File: src/rtl/pgm_map_pkg.sv
package pgm_map_pkg;
  // gating flags handed to the read/write paths
  typedef struct packed {
    logic prog_rd_zero;
    logic data_rd_ones;
    logic prog_wr_ok;
    logic data_wr_ok;
  } gate_t;

  localparam int unsigned CFG_BASE_BIT = 13;
endpackage

File: src/rtl/pgm_cnt_core.sv
module pgm_cnt_core #(
  parameter int unsigned CNT_W = 14
) (
  input  logic             clk,
  input  logic             rst,
  input  logic             inc,
  input  logic             load_cfg,
  output logic [CNT_W-1:0] cnt_q,
  output logic [CNT_W-1:0] cnt_d
);
  localparam int unsigned LOW_W = CNT_W - 1;
  localparam logic [CNT_W-1:0] CFG_START = {1'b1, {LOW_W{1'b0}}};

  logic [LOW_W-1:0] low_inc;

  assign low_inc = cnt_q[LOW_W-1:0] + 1'b1;

  // reset > load_cfg > inc; the top bit is carried through every increment
  always_comb begin
    if (rst)           cnt_d = '0;
    else if (load_cfg) cnt_d = CFG_START;
    else if (inc)      cnt_d = {cnt_q[CNT_W-1], low_inc};
    else               cnt_d = cnt_q;
  end

  always_ff @(posedge clk) begin
    cnt_q <= cnt_d;
  end
endmodule

File: src/rtl/pgm_region_dec.sv
module pgm_region_dec #(
  parameter int unsigned CNT_W   = 14,
  parameter int unsigned USER_AW = 10,
  parameter int unsigned CFG_AW  = 4,
  parameter int unsigned DATA_AW = 6
) (
  input  logic [CNT_W-1:0]   cnt,
  output logic [USER_AW-1:0] prog_addr,
  output logic               cfg_sel,
  output logic [DATA_AW-1:0] data_addr
);
  localparam int unsigned MID_W = CNT_W - 1 - CFG_AW;

  logic [MID_W-1:0] mid_bits;

  assign mid_bits  = cnt[CNT_W-2:CFG_AW];
  assign prog_addr = cnt[USER_AW-1:0];
  assign data_addr = cnt[DATA_AW-1:0];
  // only the first 2**CFG_AW words of the upper half are real config words
  assign cfg_sel   = cnt[CNT_W-1] && (mid_bits == '0);
endmodule

File: src/rtl/pgm_gate.sv
module pgm_gate
  import pgm_map_pkg::*;
(
  input  logic  cfg_sel,
  input  logic  protect,
  output gate_t gate
);
  always_comb begin
    gate.prog_rd_zero = protect && !cfg_sel;
    gate.data_rd_ones = protect;
    gate.prog_wr_ok   = !protect || cfg_sel;
    gate.data_wr_ok   = !protect;
  end
endmodule

File: src/rtl/pgm_addr_mapper.sv
module pgm_addr_mapper
  import pgm_map_pkg::*;
#(
  parameter int unsigned CNT_W   = 14,
  parameter int unsigned USER_AW = 10,
  parameter int unsigned CFG_AW  = 4,
  parameter int unsigned DATA_AW = 6
) (
  input  logic               clk,
  input  logic               rst,
  input  logic               inc,
  input  logic               load_cfg,
  input  logic               protect,
  output logic [CNT_W-1:0]   cnt_o,
  output logic [USER_AW-1:0] prog_addr,
  output logic               cfg_sel,
  output logic [DATA_AW-1:0] data_addr,
  output logic               prog_rd_zero,
  output logic               data_rd_ones,
  output logic               prog_wr_ok,
  output logic               data_wr_ok
);
  logic [CNT_W-1:0]   cnt_d;
  logic [USER_AW-1:0] prog_addr_d;
  logic [DATA_AW-1:0] data_addr_d;
  logic               cfg_sel_d;
  gate_t              gate_d;
  gate_t              gate_q;

  pgm_cnt_core #(.CNT_W(CNT_W)) u_cnt (
    .clk      (clk),
    .rst      (rst),
    .inc      (inc),
    .load_cfg (load_cfg),
    .cnt_q    (cnt_o),
    .cnt_d    (cnt_d)
  );

  // decode the next count so the address outputs line up with cnt_o
  pgm_region_dec #(
    .CNT_W(CNT_W), .USER_AW(USER_AW), .CFG_AW(CFG_AW), .DATA_AW(DATA_AW)
  ) u_dec (
    .cnt       (cnt_d),
    .prog_addr (prog_addr_d),
    .cfg_sel   (cfg_sel_d),
    .data_addr (data_addr_d)
  );

  pgm_gate u_gate (
    .cfg_sel (cfg_sel_d),
    .protect (protect),
    .gate    (gate_d)
  );

  always_ff @(posedge clk) begin
    prog_addr <= prog_addr_d;
    data_addr <= data_addr_d;
    cfg_sel   <= cfg_sel_d;
    gate_q    <= gate_d;
  end

  assign prog_rd_zero = gate_q.prog_rd_zero;
  assign data_rd_ones = gate_q.data_rd_ones;
  assign prog_wr_ok   = gate_q.prog_wr_ok;
  assign data_wr_ok   = gate_q.data_wr_ok;
endmodule

File: config.mk
export PLATFORM = sky130hd
export DESIGN_NAME = pgm_addr_mapper
export DESIGN_NICKNAME = d
export VERILOG_FILES = /design/src/rtl/pgm_map_pkg.sv /design/src/rtl/pgm_cnt_core.sv /design/src/rtl/pgm_region_dec.sv /design/src/rtl/pgm_gate.sv /design/src/rtl/pgm_addr_mapper.sv
export SDC_FILE = /design/constraint.sdc
export NUM_CORES = 1
export LEC_CHECK = 0
export ABC_AREA = 1
export BUFFER_PORTS_ARGS = -buffer_cell sky130_fd_sc_hd__buf_2
export CAP_MARGIN = 10
export CORE_ASPECT_RATIO = 1.1
export CORE_MARGIN = 4
export CORE_UTILIZATION = 50
export DETAILED_ROUTE_END_ITERATION = 12
export GPL_ROUTABILITY_DRIVEN = 0
export MAX_ROUTING_LAYER = met4
export PLACE_DENSITY = 0.82
export SYNTH_ARGS = -nofsm -noshare
export SYNTH_HDL_FRONTEND = slang
export SYNTH_SLANG_ARGS = --single-unit
File: constraint.sdc
create_clock -name clk -period 2.25 [get_ports clk]
set_input_delay 0.1125 -clock clk [delete_from_list [all_inputs] [get_ports clk]]
set_output_delay 0.1125 -clock clk [all_outputs]
set_load 0.05 [all_outputs]
### Word-level counts from Yosys, hierarchy flattened

Cells that the tools add are included.

| cells by class | value |
|---|---|
| add/subtract/negate cells | 1 |
| mux-type cells | 3 |
| reduce and logical (&&, ||, !) cells | 6 |

Operators with widths:

| operator | count |
|---|---|
| 14-bit 2-to-1 mux | 2 |
| 13-bit by 1-bit adder with 13-bit output (second input constant) | 1 |
| 13-bit 2-to-1 mux | 1 |
| 9-bit zero test | 1 |
| 1-bit logical AND | 2 |
| 1-bit zero test | 2 |
| 1-bit logical OR | 1 |

| word-level totals | value |
|---|---|
| register bits | 35 |
| input port bits | 5 |
| output and inout port bits | 35 |

### Depth between registers and ports, before layout

| logic depth | value |
|---|---|
| word-level depth | 8 |
| gate-level depth with buffers | 11 |
| gate-level depth less buffers | 11 |

### Modules after synthesis

Synthesis repeated with hierarchy kept, for this count alone.

| second synthesis, totals | value |
|---|---|
| cells, all modules | 140 |
| area, all modules | 1,261.2 um2 |

Modules (own cells, without submodules):

| module | instances | cells an instance | area an instance (um2) | sequential area each (um2) |
|---|---|---|---|---|
| pgm_cnt_core | 1 | 90 | 663.1 | 280.3 |
| pgm_addr_mapper | 1 | 21 | 420.4 | 420.4 |
| pgm_region_dec | 1 | 24 | 152.6 | 0.0 |
| pgm_gate | 1 | 5 | 25.0 | 0.0 |

### Worst setup path after synthesis

OpenSTA, ideal clock, no wires.

| path | value |
|---|---|
| path kind | flip-flop to flip-flop |
| from | register u_cnt.cnt_q[0] |
| to | register gate_q (netlist bit prog_wr_ok) |
| library setup time | 114 ps |
| data arrival time | 1,719 ps |
| data required time | 2,136 ps |
| slack | 417 ps |
| stages on the path, launching flop included | 11 |
| period minus slack after synthesis | 1,833 ps |
| cells stage by stage | dfxtp_1 -> ha_1 -> nand3_1 -> nor2_1 -> nand3_1 -> nand2_1 -> nand3_1 -> nand2_1 -> nor2_2 -> nand2_1 -> nand2_1 |

RTL lines:

| what | RTL line | RTL |
|---|---|---|
| from (decl) | pgm_cnt_core.sv:8 | `output logic [CNT_W-1:0] cnt_q,` |
| from (signal assigned) | pgm_cnt_core.sv:27 | `cnt_q <= cnt_d;` |
| to (signal assigned) | pgm_addr_mapper.sv:59 | `gate_q <= gate_d;` |
| to (decl) | pgm_addr_mapper.sv:28 | `gate_t gate_q;` |

==> out/results.ini <==
[timing]
rsz0062_at_grt=false
worst_pin_slew_ns=0.7393
fin_skew_ns=0.002009
hold_violations=0
drv_slew=0
period_needed_ns=1.685
fmax_mhz=593.6
fin_setup_tns_ns=0
slew_headroom_pct=50.53
setup_viol=0
period_share_pct=74.88

[clock_network]
cts_root_buf=clkbuf_4
cts_htree_levels=1
insertion_delay_ns=0.30
clockBufferDepth=2
clock_sinks=19
clk_pin_slew_worst_paths_ns=0.10
cts_tree=built
cts_made_buffers=3
cts_setup_buffers=0

[synth]
syn_inst=142
ys_ff_latch=19
ys.warnings.count=0
seq_area_frac_synth_pct=38.14
synth_cell_type_count=16
synth_area_um2=997.2
avgSynthCellArea_um2=7.023
syn-num-nets=148

[layout]
syn2layout_area_growth_pct=14.81
layout_commonest_cell=buf_2
drive_gt1_share_pct=28.82
instances_no_fill=197
fillCellCount=178
layout.area.seq_um2=380.4
multi_input_area_um2=395.4
final_cell_mix=39 x buf_2, 29 x nand2_1, 24 x inv_1
diodes=0
final_nets=177

[floorplan]
die-area_um2=2774
rows=16
fp.dieH_um=54.84
io_pins=40
core-area_um2=1842
initial_utilization_pct=54.14
fp.dieW_um=50.58

[drt]
drtPass1Iterations=4
drt_iter0_drc=22
routed_via_density=4.594
vias=905
drt_wl_total_um=2049
ant_nets=0
drc=0
wl_per_cell_um=10.40

[setup_path]
cp_cell_sequence=dlygate4sd3_1 -> buf_2 -> nor2_1 -> nand2_1 -> nor2_1 -> nor2_1 -> nand2_1 -> nor2_2 -> nand2_1 -> nand2_1
crit_slowest_cell=nor2_1
critical_path_class=in -> reg
critPathTopFamily=simple AND/OR/NAND/NOR gates
cp_num_buf_inv=2
crit_path_max_fanout=11
cp-end-kind=register
cpMostUsedCell=nand2_1
max_stage_delay_ns=0.56
cp-start-kind=input port
reg2reg_slack_ns=0.65
required_ns=2.46
crit_arrival_ns=1.89

[power]
internal-power_w=0.0004315
clkPwrFrac_pct=29.0
p_leak_nw=0.6719
p_comb_share_pct=12.6
power.total_w=0.0005963
vdd_drop_max_uv=444.1
swShare_pct=27.63
switchingPower_w=0.0001647
p_per_area_nw_per_um2=520.8
p_seq_share_pct=58.4

[global_routing]
grt_pass1_vias=752
grt_first_pass_wirelength_um=3215
antenna_found_initial=0
grt_max_degree=12
grt_usage_pct=16.06
overflow=0

[place]
place.detailed.hpwl_um=1612
portBuffers=39
dp_cells=191

[flow_run]
cap_violations=0

[hold_path]
hold_path.class=in -> reg

[status]
status=finished clean

-- metrics by stage --
step | area [µm²] | hold slack, ns | setup WS (ns) | utilization, %
after floorplan | 997.2 | 0.1402 | 0.4172 | -
after global placement | 1099 | 0.2449 | 0.7298 | 59.65
after detailed placement | 1099 | 0.2488 | 0.6662 | 59.65
after CTS | 1145 | 0.08597 | 0.6050 | 62.16
after global routing | 1145 | 0.1107 | 0.4064 | 62.16
final | 1145 | 0.08488 | 0.5653 | 62.16
-- cells by family (layout without fill, tap and decap cells) --
logic type,Yosys count,count (layout),synth area share [%]
AOI/OAI and AO/OA,6,6,3.011
buffers and inverters,42,70,22.21
DFF,19,19,38.14
adders and majority gates,1,1,1.255
xor gates and xnor gates,2,2,1.757
and+or+nand+nor,72,72,33.62
-- tightest hold or removal path: stages --
cell,delay (ns)
buf_2,0.09
nor2_1,0.04
nor2_1,0.11
-- layer usage --
metal | up-vias | track usage, % | wire length (µm) | share of wire [%]
met5 | - | - | 0 | 0
met4 | 0 | 9.417 | 50 | 2.4
met3 | 7 | 2.997 | 139 | 6.8
met2 | 38 | 27.83 | 984 | 48
met1 | 387 | 17.49 | 875 | 43
li1 | 473 | - | - | -
-- cell usage after synthesis --
library cell,number,area share [%]
a21oi_1,4,2.0
buf_4,17,13
dfxtp_1,19,38
ha_1,1,1.3
inv_1,24,9.0
inv_2,1,0.38
nand2_1,29,11
nand2_4,1,1.1
nand3_1,19,9.5
nand3_2,1,1.0
nand4_1,3,1.9
nor2_1,15,5.6
nor2_2,2,1.3
nor2_4,2,2.3
o21ai_0,2,1.0
xnor2_1,2,1.8
-- state kept, by name (all words and copies together) (netlist names) --
name and count:
cfg_sel 1, data_wr_ok 1, prog_rd_zero 1, u_cnt.cnt_q 14, data_rd_ones 1, prog_wr_ok 1
-- power by group through the flow --
stage               clock [W]  sequential [W]  combinational, W
global route         0.000189        0.000349         0.0000801
global placement            0        0.000355         0.0000720
finish               0.000173        0.000348         0.0000752
detailed placement          0        0.000356         0.0000729
floorplan                   0        0.000386         0.0000279
CTS                  0.000176        0.000348         0.0000756
-- layout make-up --
cell class	instances	area share, %
Sequential cell	19	33.22
Timing Repair Buffer	41	18.80
Clock buffer	4	2.295
Tap cell	27	2.951
Inverter	25	8.197
Multi-Input combinational cell	81	34.54
-- worst paths after layout --
path                                       from              end  cells after the start
worst min register to register  u_cnt.cnt_q[13]  u_cnt.cnt_q[13]                      2
worst max-delay path                        rst       prog_wr_ok                     10
worst max register to register   u_cnt.cnt_q[0]       prog_wr_ok                     10
worst min-delay path                   load_cfg  u_cnt.cnt_q[13]                      3
-- what timing repair did --
| item | 4_1_cts | 5_1_grt |
|---|---|---|
| endpoints found under the hold margin | 4 | 0 |
| hold buffers | 2 | 0 |
| resized for setup | 0 | 0 |
Note: power is estimated with default switching activity, not from simulation.
